`src/rtl/pwrseq_pkg.sv`:
```
package pwrseq_pkg;

    typedef enum logic [1:0] {
        XF_IDLE = 2'd0,
        XF_UP   = 2'd1,
        XF_DOWN = 2'd2
    } xfer_e;

    typedef struct packed {
        xfer_e      kind;
        logic [7:0] port;
    } xfer_t;

    function automatic int cnt_bits(input int limit);
        if (limit < 2) return 1;
        return $clog2(limit + 1);
    endfunction

endpackage

```
`src/rtl/pwrseq_holdoff.sv`:
```
module pwrseq_holdoff
    import pwrseq_pkg::*;
#(
    parameter int CYC = 16
) (
    input  logic clk,
    input  logic rst,
    input  logic start,
    output logic idle
);
    localparam int CW = cnt_bits(CYC);

    logic [CW-1:0] cnt_q;

    always_ff @(posedge clk) begin
        if (rst) begin
            cnt_q <= '0;
        end else if (start) begin
            cnt_q <= CW'(CYC);
        end else if (cnt_q != '0) begin
            cnt_q <= cnt_q - 1'b1;
        end
    end

    assign idle = (cnt_q == '0);

    generate
        if (CYC > 0) begin : g_chk
            AST_HOLD_ARMED: assert property (@(posedge clk) disable iff (rst)
                start |=> !idle)
                else $error("hold-off not armed after start");
        end
    endgenerate

endmodule

```
`src/rtl/pwrseq_arb.sv`:
```
module pwrseq_arb
    import pwrseq_pkg::*;
#(
    parameter int NPORTS = 4
) (
    input  logic              clk,
    input  logic              rst,
    input  logic [NPORTS-1:0] up_ok,
    input  logic [NPORTS-1:0] down_ok,
    output xfer_t             xfer,
    output logic [NPORTS-1:0] gnt
);
    logic       up_any, down_any;
    logic [7:0] up_sel, down_sel;

    always_comb begin
        up_any   = 1'b0;
        down_any = 1'b0;
        up_sel   = '0;
        down_sel = '0;
        for (int i = NPORTS - 1; i >= 0; i--) begin
            if (up_ok[i]) begin
                up_any = 1'b1;
                up_sel = 8'(i);
            end
            if (down_ok[i]) begin
                down_any = 1'b1;
                down_sel = 8'(i);
            end
        end
    end

    always_comb begin
        xfer.kind = XF_IDLE;
        xfer.port = '0;
        if (down_any) begin
            xfer.kind = XF_DOWN;
            xfer.port = down_sel;
        end else if (up_any) begin
            xfer.kind = XF_UP;
            xfer.port = up_sel;
        end
    end

    always_comb begin
        gnt = '0;
        for (int i = 0; i < NPORTS; i++) begin
            gnt[i] = (xfer.kind != XF_IDLE) && (xfer.port == 8'(i));
        end
    end

    AST_GNT_ONEHOT: assert property (@(posedge clk) disable iff (rst)
        $onehot0(gnt))
        else $error("more than one grant");

    AST_GNT_LOWEST: assert property (@(posedge clk) disable iff (rst)
        (xfer.kind == XF_UP) |-> (((gnt - 1'b1) & up_ok) == '0))
        else $error("grant skipped a lower port");

    AST_GNT_VALID: assert property (@(posedge clk) disable iff (rst)
        (gnt & ~(up_ok | down_ok)) == '0)
        else $error("grant without eligibility");

endmodule

```
`src/rtl/pwrseq_pgood.sv`:
```
module pwrseq_pgood
    import pwrseq_pkg::*;
#(
    parameter int QUAL = 8
) (
    input  logic clk,
    input  logic rst,
    input  logic en,
    input  logic good,
    output logic pg
);
    localparam int CW = cnt_bits(QUAL);

    logic [CW-1:0] cnt_q;
    logic          pg_q;

    always_ff @(posedge clk) begin
        if (rst || !(en && good)) begin
            cnt_q <= '0;
            pg_q  <= 1'b0;
        end else begin
            if (int'(cnt_q) < QUAL) cnt_q <= cnt_q + 1'b1;
            if (int'(cnt_q) + 1 >= QUAL) pg_q <= 1'b1;
        end
    end

    assign pg = pg_q & good & en;

    AST_PG_QUALIFIED: assert property (@(posedge clk) disable iff (rst)
        $rose(pg_q) |-> $past(en && good))
        else $error("power-good rose without qualification");

    AST_PG_DROPS: assert property (@(posedge clk) disable iff (rst)
        $fell(good) |=> !pg_q)
        else $error("power-good held after output-good fell");

endmodule

```
`src/rtl/pwrseq_ctrl.sv`:
```
module pwrseq_ctrl
    import pwrseq_pkg::*;
#(
    parameter int NPORTS       = 4,
    parameter int ON_HOLD_CYC  = 1000,
    parameter int OFF_HOLD_CYC = 125000,
    parameter int PG_QUAL_CYC  = 2500
) (
    input  logic              clk,
    input  logic              rst,
    input  logic [NPORTS-1:0] on_req,
    input  logic [NPORTS-1:0] off_req,
    input  logic [NPORTS-1:0] out_good,
    input  logic              auto_chk_en,
    input  logic              osc_fail,
    input  logic              emerg_off,
    input  logic [NPORTS-1:0] chg_clr,
    output logic [NPORTS-1:0] pwr_en,
    output logic [NPORTS-1:0] pgood,
    output logic [NPORTS-1:0] pwr_chg
);
    logic [NPORTS-1:0] en_q, chg_q;
    logic [NPORTS-1:0] up_ok, down_ok, gnt;
    logic              on_idle, off_idle, osc_block;
    xfer_t             xfer;

    assign osc_block = auto_chk_en & osc_fail;

    always_comb begin
        for (int i = 0; i < NPORTS; i++) begin
            up_ok[i]   = on_req[i] & ~off_req[i] & ~en_q[i] & on_idle
                         & ~osc_block & ~emerg_off;
            down_ok[i] = off_req[i] & en_q[i] & off_idle & ~emerg_off;
        end
    end

    pwrseq_arb #(.NPORTS(NPORTS)) u_arb (
        .clk     (clk),
        .rst     (rst),
        .up_ok   (up_ok),
        .down_ok (down_ok),
        .xfer    (xfer),
        .gnt     (gnt)
    );

    pwrseq_holdoff #(.CYC(ON_HOLD_CYC)) u_on_hold (
        .clk   (clk),
        .rst   (rst),
        .start (xfer.kind == XF_UP),
        .idle  (on_idle)
    );

    pwrseq_holdoff #(.CYC(OFF_HOLD_CYC)) u_off_hold (
        .clk   (clk),
        .rst   (rst),
        .start (xfer.kind == XF_DOWN),
        .idle  (off_idle)
    );

    always_ff @(posedge clk) begin
        if (rst) begin
            en_q  <= '0;
            chg_q <= '0;
        end else if (emerg_off) begin
            en_q  <= '0;
            chg_q <= (chg_q & ~chg_clr) | en_q;
        end else begin
            unique case (xfer.kind)
                XF_UP:   en_q <= en_q | gnt;
                XF_DOWN: en_q <= en_q & ~gnt;
                default: en_q <= en_q;
            endcase
            chg_q <= (chg_q & ~chg_clr) | gnt;
        end
    end

    generate
        for (genvar p = 0; p < NPORTS; p++) begin : g_port
            pwrseq_pgood #(.QUAL(PG_QUAL_CYC)) u_pg (
                .clk  (clk),
                .rst  (rst),
                .en   (en_q[p]),
                .good (out_good[p]),
                .pg   (pgood[p])
            );
        end
    endgenerate

    assign pwr_en  = en_q;
    assign pwr_chg = chg_q;

    AST_ONE_SWITCH: assert property (@(posedge clk) disable iff (rst)
        !$past(emerg_off) |-> ($countones(pwr_en ^ $past(pwr_en)) <= 1))
        else $error("two ports switched together");

    AST_UP_SPACED: assert property (@(posedge clk) disable iff (rst)
        ((pwr_en & ~$past(pwr_en)) != '0) |-> $past(on_idle))
        else $error("power-up inside on hold-off");

    AST_UP_OSC_OK: assert property (@(posedge clk) disable iff (rst)
        ((pwr_en & ~$past(pwr_en)) != '0) |-> !$past(auto_chk_en && osc_fail))
        else $error("power-up with oscillator failure");

    AST_DOWN_WINDOW: assert property (@(posedge clk) disable iff (rst)
        (!$past(emerg_off) && ((~pwr_en & $past(pwr_en)) != '0)) |-> $past(off_idle))
        else $error("shutdown inside off window");

    AST_EMERG_ALL_OFF: assert property (@(posedge clk) disable iff (rst)
        $past(emerg_off) |-> (pwr_en == '0))
        else $error("port on after emergency");

    AST_CHG_TRACKS: assert property (@(posedge clk) disable iff (rst)
        (((pwr_en ^ $past(pwr_en)) & ~pwr_chg) == '0))
        else $error("change flag missed a transition");

endmodule

```
`config.mk`:
```
export PLATFORM = sky130hd
export DESIGN_NAME = pwrseq_ctrl
export DESIGN_NICKNAME = d
export VERILOG_FILES = /design/src/rtl/pwrseq_pkg.sv /design/src/rtl/pwrseq_holdoff.sv /design/src/rtl/pwrseq_arb.sv /design/src/rtl/pwrseq_pgood.sv /design/src/rtl/pwrseq_ctrl.sv
export SDC_FILE = /design/constraint.sdc
export NUM_CORES = 1
export LEC_CHECK = 0
export BUFFER_PORTS_ARGS = -buffer_cell sky130_fd_sc_hd__buf_2
export CAP_MARGIN = 25
export CELL_PAD_IN_SITES_DETAIL_PLACEMENT = 1
export CELL_PAD_IN_SITES_GLOBAL_PLACEMENT = 2
export CORE_ASPECT_RATIO = 1.25
export CORE_MARGIN = 5
export CORE_UTILIZATION = 41
export CTS_BUF_LIST = sky130_fd_sc_hd__clkbuf_2
export DETAILED_ROUTE_END_ITERATION = 16
export GPL_TIMING_DRIVEN = 0
export PLACE_DENSITY = 0.88
export SLEW_MARGIN = 20
export SYNTH_ARGS = -nofsm -noshare
export SYNTH_HDL_FRONTEND = slang
export SYNTH_SLANG_ARGS = --single-unit
```
`constraint.sdc`:
```
create_clock -name clk -period 3.5 [get_ports clk]
set_input_delay 0.7 -clock clk [delete_from_list [all_inputs] [get_ports clk]]
set_output_delay 0.7 -clock clk [all_outputs]
set_load 0.03 [all_outputs]
```
Yosys cells after proc, flatten, opt, wreduce, memory -nomap -nowiden
Cells that the tools add are included.
{ "word_totals": {"regBits": 87, "output_inout_bits": 12, "word_cells": 147} }
{ "classes": {"n_addsub": 10, "n_lt_le_gt_ge": 8, "eq_ne": 5, "n_mux": 24, "bitwise": 58, "n_reduce_logical": 28} }
{ "ops": {"columns": ["operator", "count"], "rows": [
  ["$ge A32 B13 Y1 const B", 4],
  ["$add A12 B1 Y13 const B", 4],
  ["$add A12 B1 Y12 const B", 4],
  ["$lt A12 B12 Y1 const B", 4],
  ["$and A1 B1 Y1", 41],
  ["$mux W17", 2],
  ["$mux W10", 3],
  ["$logic_not A17 Y1", 1],
  ["$reduce_bool A17 Y1", 1],
  ["$sub A17 B1 Y17 const B", 1],
  ["$eq A8 B2 Y1 const B", 2],
  ["$mux W2", 8],
  ["$or A4 B4 Y4", 3],
  ["$logic_not A10 Y1", 1],
  ["$not A1 Y1", 10],
  ["$reduce_bool A10 Y1", 1],
  ["$sub A10 B1 Y10 const B", 1],
  ["$mux W9", 1],
  ["$and A4 B4 Y4", 2],
  ["$eq A8 B1 Y1 const B", 1],
  ["$logic_and A1 B1 Y1", 8],
  ["$logic_not A8 Y1", 1],
  ["$mux W1", 8],
  ["$not A4 Y4", 2],
  ["8 further kinds", 19]
]} }

Depth between registers and ports, before layout
Gate-level depths: netlist of the first run.
{ "logic_depth": {"depth_word": 17, "mapped_depth": 9} }

By module
Synthesis of the first run repeated with hierarchy kept, for this count alone.
{ "hier_totals": {"hier_cells": 653, "hier_area_um2": 5597.9} }
{ "by_module_without_submodules": {"columns": ["module", "instances", "cells_per_inst", "area_per_inst_um2"], "rows": [
  ["pwrseq_pgood", 4, 101, 859.6],
  ["pwrseq_holdoff (u_off_hold)", 1, 103, 902.1],
  ["pwrseq_holdoff (u_on_hold)", 1, 64, 550.5],
  ["pwrseq_ctrl", 1, 52, 508.0],
  ["pwrseq_arb", 1, 30, 198.9]
]} }

Worst setup path after synthesis of the first run
OpenSTA, ideal clock, no wires.
{ "synth_timing": {"kind": "input to register", "startpoint": "input port emerg_off", "endpoint": "register with a tool-made name", "setup_ns": 0.086, "t_arrival_ns": 1.906, "t_required_ns": 3.414, "path_slack_ns": 1.508, "cell_stages": 6, "path_cell_list": "clkbuf_1 a21oi_1 nand4_2 o32ai_2 nand4_1 a211oi_1"} }
{ "synth_rtl": {"columns": ["element", "line_no", "text"], "rows": [
  ["start, declared", "pwrseq_ctrl.sv:16", "input logic emerg_off,"]
]} }

==> results of run 1 <==
## flip-flops by register name, summed over array words and instances (netlist names), named ones only
register,count
u_on_hold.cnt_q,10
u_off_hold.cnt_q,17
g_port.u_pg.pg_q,4
pwr_chg,4
g_port.u_pg.cnt_q,48
## where the power goes
part           switching (uW)  internal [uW]  total [uW]
Clock                     355            170         525
Sequential                141           1120        1260
Combinational             530            407         937
Total                    1030           1690        2720
## how the worst max path moves through the flow
stage | startpoint | endpoint | slack (ns) | depth (start not counted)
floorplan | emerg_off | register | 1.51 | 6
global placement | off_req[1] | register | 1.22 | 6
detailed placement | emerg_off | register | 1.22 | 6
CTS | register | pgood[3] | 0.89 | 4
global route | register | pgood[3] | 0.84 | 4
finish | register | pgood[3] | 0.96 | 4
## worst min-delay path: cells and delay by family
kind	cells	cell delay, ns
compound gates	1	0.05
simple gates	1	0.14
buf+inv	1	0.10
## cell usage after synthesis (7+ instances only)
library cell	count	share of area
sky130_fd_sc_hd__xor2_1	13	0.023
sky130_fd_sc_hd__inv_1	21	0.016
sky130_fd_sc_hd__nand2_1	45	0.033
sky130_fd_sc_hd__dfxtp_1	87	0.35
sky130_fd_sc_hd__ha_1	11	0.027
sky130_fd_sc_hd__a21oi_1	50	0.050
sky130_fd_sc_hd__buf_4	9	0.013
sky130_fd_sc_hd__nor2_1	79	0.059
sky130_fd_sc_hd__a211oi_1	20	0.030
sky130_fd_sc_hd__nand3b_1	10	0.015
sky130_fd_sc_hd__o21ai_0	11	0.011
sky130_fd_sc_hd__nand3_1	25	0.025
sky130_fd_sc_hd__and3_1	7	0.0087
sky130_fd_sc_hd__xnor2_1	41	0.071
sky130_fd_sc_hd__clkbuf_1	20	0.015
sky130_fd_sc_hd__nor3_1	11	0.011
sky130_fd_sc_hd__nor4_1	11	0.014
## cells by family (layout without fill, tap and decap cells)
| family | count (synthesis) | after routing |
|---|---|---|
| buffers and inverters | 59 | 106 |
| AOI/OAI and AO/OA | 139 | 139 |
| adders and majority gates | 11 | 11 |
| muxes | 4 | 4 |
| and+or+nand+nor | 255 | 255 |
| xor gates and xnor gates | 54 | 54 |
| DFF | 87 | 87 |
## metrics by stage
step	setup slack (ns)	instance area, um^2
after global routing	0.838	5510
after floorplan	1.51	5050
after global placement	1.22	5410
after detailed placement	1.22	5410
final	0.965	5510
after CTS	0.895	5510
## per-layer routing
metal / wire length, um / vias up / global-route usage
met5: 0 / - / 0
met4: 236 / 0 / 0.0638
met3: 449 / 19 / 0.0376
met2: 6320 / 72 / 0.315
met1: 5870 / 2222 / 0.231
li1: - / 2268 / -
## final cells by class
type,instances,area (um^2)
tap,164,205
clock buffer,12,60.1
clock inverter,4,46.3
inverter,21,78.8
timing repair buffer,31,155
sequential,87,1740
fill,1514,6590
multi-input combinational,463,3030
buffer,38,194
## placed cells by master (no fill, tap or decap), types with 4 or more instances in the layout
| cell | synthesis | routed |
|---|---|---|
| sky130_fd_sc_hd__or2_2 | 6 | 6 |
| sky130_fd_sc_hd__a2111oi_0 | 5 | 5 |
| sky130_fd_sc_hd__nor3b_1 | 5 | 5 |
| sky130_fd_sc_hd__a22oi_1 | 4 | 4 |
| sky130_fd_sc_hd__clkbuf_2 | 4 | 16 |
| sky130_fd_sc_hd__a21oi_1 | 50 | 50 |
| sky130_fd_sc_hd__nand3b_1 | 10 | 10 |
| sky130_fd_sc_hd__a211oi_1 | 20 | 20 |
| sky130_fd_sc_hd__nor3_1 | 11 | 11 |
| sky130_fd_sc_hd__xnor2_1 | 41 | 41 |
| sky130_fd_sc_hd__nand4b_1 | 6 | 6 |
| sky130_fd_sc_hd__nor4_2 | 4 | 4 |
| sky130_fd_sc_hd__and4_1 | 5 | 5 |
| sky130_fd_sc_hd__inv_1 | 21 | 21 |
| sky130_fd_sc_hd__nand3_1 | 25 | 25 |
| sky130_fd_sc_hd__and3_1 | 7 | 7 |
| sky130_fd_sc_hd__nor2_1 | 79 | 79 |
| sky130_fd_sc_hd__and2_1 | 4 | 4 |
| sky130_fd_sc_hd__buf_4 | 9 | 9 |
| sky130_fd_sc_hd__ha_1 | 11 | 11 |
| sky130_fd_sc_hd__nand4_1 | 6 | 6 |
| sky130_fd_sc_hd__or3_1 | 5 | 5 |
| sky130_fd_sc_hd__xor2_1 | 13 | 13 |
| sky130_fd_sc_hd__nand2_1 | 45 | 45 |
| sky130_fd_sc_hd__o21ai_0 | 11 | 11 |
| sky130_fd_sc_hd__nor4_1 | 11 | 11 |
| sky130_fd_sc_hd__a31oi_1 | 6 | 6 |
| sky130_fd_sc_hd__buf_2 | 4 | 35 |
| sky130_fd_sc_hd__clkbuf_1 | 20 | 20 |
| sky130_fd_sc_hd__dfxtp_1 | 87 | 87 |
==> results.py, run 1 <==
metrics = {
    "worst_hold_path": {
        "hold_end": "g_port[2].u_pg.cnt_q[9]",
        "min_path_cells": 3,
        "hold_path_startpoint": "out_good[2]",
        "hold_path_class": "in2reg",
    },
    "grt": {
        "grt_start_max_net_pins": 14,
        "antenna_violations_before_repair": 0,
        "global_route_wire_length_before_repair_um": 22300,
        "via_count_of_the_first_global_routing_pass": 4718,
        "globalRoute.totalOverflow": 0,
        "grt_usage": 0.185,
    },
    "power": {
        "power_density_normalized_to_cell_area_nw_per_um2": 493,
        "leakagePower_uw": 0.00187,
        "design_power_total_uw": 2720,
        "vdd_ir_drop_max_v": 0.000360,
    },
    "yosys": {
        "synth-seq-area-share": 0.345,
        "synth_area_in_compound_gates": 0.190,
        "synth-edff-count": 0,
        "ys_warn_count": 0,
        "synth.ff_latch_count": 87,
        "synth.net_count": 641,
        "async_reset_ff_frac": 0,
        "post_synth_num_cell_types": 73,
        "synth_adder_area_share": 0.0273,
        "muxShareOfSynthArea": 0.00843,
        "synthesis.instances": 609,
        "dominantRegCellSynth": "sky130_fd_sc_hd__dfxtp_1",
        "synth_top_family_by_area": "simple AND/OR/NAND/NOR gates",
        "mappedNetlistArea_um2": 5050,
        "post_synth_xor_area_fraction": 0.0937,
        "synthSimpleGateAreaFrac": 0.281,
        "synth.avg_cell_area_um2": 8.29,
    },
    "die": {
        "pin_count": 33,
        "core-area_um2": 12100,
        "floorplan.initialDensity": 0.417,
        "die_w_um": 109,
        "floorplan.die_area_um2": 14600,
        "floorplan.rows": 45,
        "die_y_um": 134,
    },
    "layout": {
        "count_of_non_filler_cells_in_the_finished_layout": 820,
        "insertedDiodeCount": 0,
        "layout.nets": 683,
        "synthToLayoutAreaGrowth_pct": 9.25,
        "share_of_cells_above_drive_strength_1": 0.155,
        "utilization": 0.455,
    },
    "clocking": {
        "h-tree-depth": 3,
        "clkSlewWorstSetupHoldPaths_ns": 0.25,
        "clockBufferDepth": 2,
        "cts_tree": "yes",
        "post_cts_buffers": 0,
        "cts.sinks": 87,
        "numCtsBuffers": 9,
        "postCtsResizedCells": 0,
        "cts-root-buf": "sky130_fd_sc_hd__clkbuf_2",
        "cts-hold-fix-buffers": 0,
        "worst_skew_pair.late_latency_ns": 0.58,
    },
    "flow_run": {
        "drv_cap": 0,
    },
    "setup_path": {
        "cp-end-kind": "output port",
        "critical_path.top_delay_family": "buffers and inverters",
        "cell_breakdown_of_the_critical_path": "clkbuf_1 > and3_1 > buf_4 > buf_2",
        "worst-r2r-setup-slack_ns": 1.29,
        "cp-start-kind": "register",
        "timing.critical_path.required_ns": 2.80,
        "critical-path-slowest-cell": "sky130_fd_sc_hd__dfxtp_1",
        "critPathKind": "reg2out",
        "cp.arrival_ns": 1.84,
        "reg2reg_from": "u_off_hold.cnt_q[0]",
        "slowest_delay_ns": 0.38,
        "critical_path_peak_fanout": 8,
        "critical_path.n_buffers_inverters": 3,
        "reg2reg_depth": 7,
    },
    "timing": {
        "layout_min_cycle_time_ns": 2.54,
        "timing.final.setup_violations": 0,
        "timing.final.max_slew_violations": 0,
        "finalClockSkew_ns": 0.0322,
        "rsz_0062_raised_after_global_routing": "false",
        "timing.final.crit_share": 0.724,
        "finalHoldViolations": 0,
        "final.hold.worst_slack_ns": 0.426,
        "worst-slew-pin-transition_ns": 0.702,
        "relSlewSlack": 0.529,
        "clock.fmax_mhz": 394,
        "setup-tns-final_ns": 0,
    },
    "detailed_routing": {
        "drtAntennaViolNets": 0,
        "wl_um": 12900,
        "drcViolationCount": 0,
        "drt_first_iter_violations": 205,
        "viasPerCell": 5.59,
        "first_pass_iters": 4,
        "num_vias": 4581,
        "wl_per_cell_um": 15.7,
    },
    "place": {
        "port_buffers": 31,
        "post-dp-hpwl_um": 9630,
        "place_congestion": 0.822,
        "placedCellCount": 804,
    },
    "run_status": {
        "status": "finished, final reports clean",
    },
}
(Power assumes the default switching activity.)
==> inputs of run 2 (changes only) <==
--- a/config.mk
+++ b/config.mk
@@ -5,17 +5,18 @@
 export SDC_FILE = /design/constraint.sdc
 export NUM_CORES = 1
 export LEC_CHECK = 0
+export ABC_AREA = 1
 export BUFFER_PORTS_ARGS = -buffer_cell sky130_fd_sc_hd__buf_2
 export CAP_MARGIN = 25
 export CELL_PAD_IN_SITES_DETAIL_PLACEMENT = 1
 export CELL_PAD_IN_SITES_GLOBAL_PLACEMENT = 2
 export CORE_ASPECT_RATIO = 1.25
 export CORE_MARGIN = 5
-export CORE_UTILIZATION = 41
+export CORE_UTILIZATION = 35
 export CTS_BUF_LIST = sky130_fd_sc_hd__clkbuf_2
 export DETAILED_ROUTE_END_ITERATION = 16
 export GPL_TIMING_DRIVEN = 0
-export PLACE_DENSITY = 0.88
+export PLACE_DENSITY = 0.82
 export SLEW_MARGIN = 20
 export SYNTH_ARGS = -nofsm -noshare
 export SYNTH_HDL_FRONTEND = slang
==> constraint.sdc (replaced) <==
create_clock -name clk -period 2.6 [get_ports clk]
set_input_delay 0.52 -clock clk [delete_from_list [all_inputs] [get_ports clk]]
set_output_delay 0.52 -clock clk [all_outputs]
set_load 0.03 [all_outputs]
==> run 2 against run 1 <==
  * Critical path depth is the same
  * Synthesized cell count grew 26%
  * Flip-flop and latch count is the same
  * Worst setup slack lost 0.71 ns
  * Non-clock buffer count shrank 19
  * Register-to-register slack lost 0.74 ns
  * Clock skew grew 0.00051 ns
  * Global-route usage shrank 1.3 points
  * Critical path type unchanged
  * Largest cell class unchanged
==> results.py, run 2 <==
metrics = {
    "timing": {
        "finalClockSkew_ns": 0.0327,
        "timing.final.ws_setup_ns": 0.257,
        "worst-slew-pin-transition_ns": 0.919,
        "clock.fmax_mhz": 427,
        "timing.final.max_slew_violations": 0,
        "timing.final.crit_share": 0.901,
        "final.hold.worst_slack_ns": 0.241,
        "rsz_0062_raised_after_global_routing": "false",
        "relSlewSlack": 0.383,
        "setup-tns-final_ns": 0,
        "layout_min_cycle_time_ns": 2.34,
        "timing.final.setup_violations": 0,
        "finalHoldViolations": 0,
    },
    "power": {
        "p_int_uw": 2360,
        "power_density_normalized_to_cell_area_nw_per_um2": 698,
        "seq_power_share": 0.410,
        "leakagePower_uw": 0.00252,
        "power_switching_share": 0.407,
        "design_power_total_uw": 3980,
        "combinational_share_of_power": 0.386,
        "vdd_ir_drop_max_v": 0.000182,
        "switching_power_uw": 1620,
        "power.share.clock": 0.204,
    },
    "setup_path": {
        "critical_path_cell_count": 4,
        "critical-path-slowest-cell": "sky130_fd_sc_hd__dfxtp_1",
        "critical_path.top_delay_family": "flip-flops",
        "slowest_delay_ns": 0.51,
        "cp-end-kind": "output port",
        "critical_path_peak_fanout": 5,
        "cp.arrival_ns": 1.82,
        "reg2reg_depth": 11,
        "cp-start-kind": "register",
        "critical_path.n_buffers_inverters": 3,
        "timing.critical_path.required_ns": 2.08,
        "cell_breakdown_of_the_critical_path": "inv_1 > nor3_1 > buf_4 > buf_2",
        "critPathKind": "reg2out",
    },
    "layout": {
        "largest_registers": "g_port.u_pg.cnt_q x48, u_off_hold.cnt_q x17, u_on_hold.cnt_q x10",
        "largest_register_ff_count": 48,
        "max_flop_register": "g_port.u_pg.cnt_q",
        "share_of_cells_above_drive_strength_1": 0.120,
        "leading_cell_types_in_the_layout_fill_and_taps_excluded": "150 x sky130_fd_sc_hd__nand2_1, 115 x sky130_fd_sc_hd__nor2_1, 99 x sky130_fd_sc_hd__inv_1",
        "synthToLayoutAreaGrowth_pct": 9.77,
        "layout.nets": 843,
        "final.fill_count": 1938,
        "utilization": 0.394,
        "layout.cells.most_common": "sky130_fd_sc_hd__nand2_1",
    },
    "clocking": {
        "worst_skew_pair.late_latency_ns": 0.61,
        "h-tree-depth": 3,
        "postCtsResizedCells": 0,
        "clockBufferDepth": 2,
        "clkSlewWorstSetupHoldPaths_ns": 0.24,
        "cts-hold-fix-buffers": 0,
        "cts-root-buf": "sky130_fd_sc_hd__clkbuf_2",
        "cts.sinks": 87,
        "cts_tree": "yes",
        "post_cts_buffers": 0,
        "numCtsBuffers": 9,
    },
    "run_status": {
        "status": "finished, final reports clean",
    },
    "die": {
        "floorplan.rows": 49,
        "die_y_um": 146,
        "floorplan.die_area_um2": 17400,
        "die_w_um": 119,
        "core-area_um2": 14500,
        "floorplan.initialDensity": 0.359,
        "pin_count": 33,
    },
    "yosys": {
        "dominantRegCellSynth": "sky130_fd_sc_hd__dfxtp_1",
        "synth.net_count": 802,
        "synth.ff_latch_count": 87,
        "synth.avg_cell_area_um2": 6.75,
        "synth-seq-area-share": 0.335,
        "most_instantiated_library_cell_after_synthesis": "sky130_fd_sc_hd__nand2_1",
        "async_reset_ff_frac": 0,
        "mappedNetlistArea_um2": 5200,
        "synthDominantAreaCellType": "sky130_fd_sc_hd__dfxtp_1",
        "ys_warn_count": 0,
        "synth-edff-count": 0,
        "synth_top_cell_area_share": 0.335,
        "synthesis.instances": 770,
        "synth_common_cells": "150 x sky130_fd_sc_hd__nand2_1, 115 x sky130_fd_sc_hd__nor2_1, 99 x sky130_fd_sc_hd__inv_1, 87 x sky130_fd_sc_hd__dfxtp_1, 57 x sky130_fd_sc_hd__nand3_1",
        "post_synth_num_cell_types": 45,
        "synth_top_cells_by_area": "sky130_fd_sc_hd__dfxtp_1 34%, sky130_fd_sc_hd__nand2_1 11%, sky130_fd_sc_hd__nor2_1 8.3%, sky130_fd_sc_hd__inv_1 7.1%, sky130_fd_sc_hd__nand3_1 5.5%",
    },
    "detailed_routing": {
        "num_vias": 4998,
        "viasPerCell": 5.01,
        "drt_first_iter_violations": 158,
        "wl_um": 14400,
        "wl_per_cell_um": 14.5,
        "drcViolationCount": 0,
        "first_pass_iters": 4,
        "drtAntennaViolNets": 0,
    },
    "grt": {
        "global_route_wire_length_before_repair_um": 24700,
        "antenna_violations_before_repair": 2,
        "grt_start_max_net_pins": 14,
        "via_count_of_the_first_global_routing_pass": 5233,
        "globalRoute.totalOverflow": 0,
        "grt_usage": 0.172,
    },
    "place": {
        "port_buffers": 30,
        "place_congestion": 0.815,
        "post-dp-hpwl_um": 11500,
        "post-place-ws_ns": 0.303,
    },
    "worst_hold_path": {
        "min_path_cells": 4,
        "hold_path_class": "in2reg",
    },
    "flow_run": {
        "drv_cap": 0,
    },
}
run 2: path summary, 6_finish.rpt:
check,start,slack (ns),endpoint
min,chg_clr[2],0.24,pwr_chg[2]
min reg2reg,u_off_hold.cnt_q[10],0.50,u_off_hold.cnt_q[10]
max,register,0.26,pgood[1]
max reg2reg,u_off_hold.cnt_q[0],0.55,u_off_hold.cnt_q[7]
run 2: kinds of logic (layout without fill, tap and decap cells):
family,Yosys count,in the layout,share of synthesized area
other cells,0,3,0
buf+inv,124,170,0.101
compound gates,111,111,0.121
simple gates,398,398,0.351
xor+xnor,39,39,0.0657
fa+ha+maj,11,11,0.0265
flops,87,87,0.335
run 2: through the flow:
stage	cells	area (um^2)
4_1_cts	994	5700
2_1_floorplan	770	5200
3_5_place_dp	978	5570
3_3_place_gp	978	5570
5_1_grt	996	5700
6_report	997	5710
run 2: cell type report:
type	instances	area, um^2	share of cell area
multi-input combinational	559	2930	0.514
clock buffer	11	55.1	0.00965
buffer	20	126	0.0221
inverter	104	398	0.0697
sequential	87	1740	0.305
clock inverter	5	72.6	0.0127
timing repair buffer	30	150	0.0263
tap	178	223	0.0390
antenna	3	7.51	0.00132
run 2: power by group through the flow:
stage / registers [uW] / logic, uW / clock network (uW)
6_report: 1630 / 1540 / 813
5_1_grt: 1660 / 1750 / 895
4_1_cts: 1630 / 1560 / 853
3_5_place_dp: 1660 / 1550 / 0
3_3_place_gp: 1650 / 1490 / 0
2_1_floorplan: 1620 / 1220 / 0
run 2: worst reg2reg max path: cells and delay by family (launching register included):
kind / cells / cell delay (ns)
AOI/OAI and AO/OA: 2 / 0.35
and+or+nand+nor: 5 / 0.66
buffers and inverters: 3 / 0.32
DFF: 1 / 0.47
adders and majority gates: 1 / 0.23
run 2: layer usage:
layer	GRT usage	vias up	part of all wire
li1	-	2560	-
met1	0.190	2392	0.42
met2	0.329	28	0.54
met3	0.0244	16	0.018
met4	0.0638	2	0.019
met5	0	-	0.00049
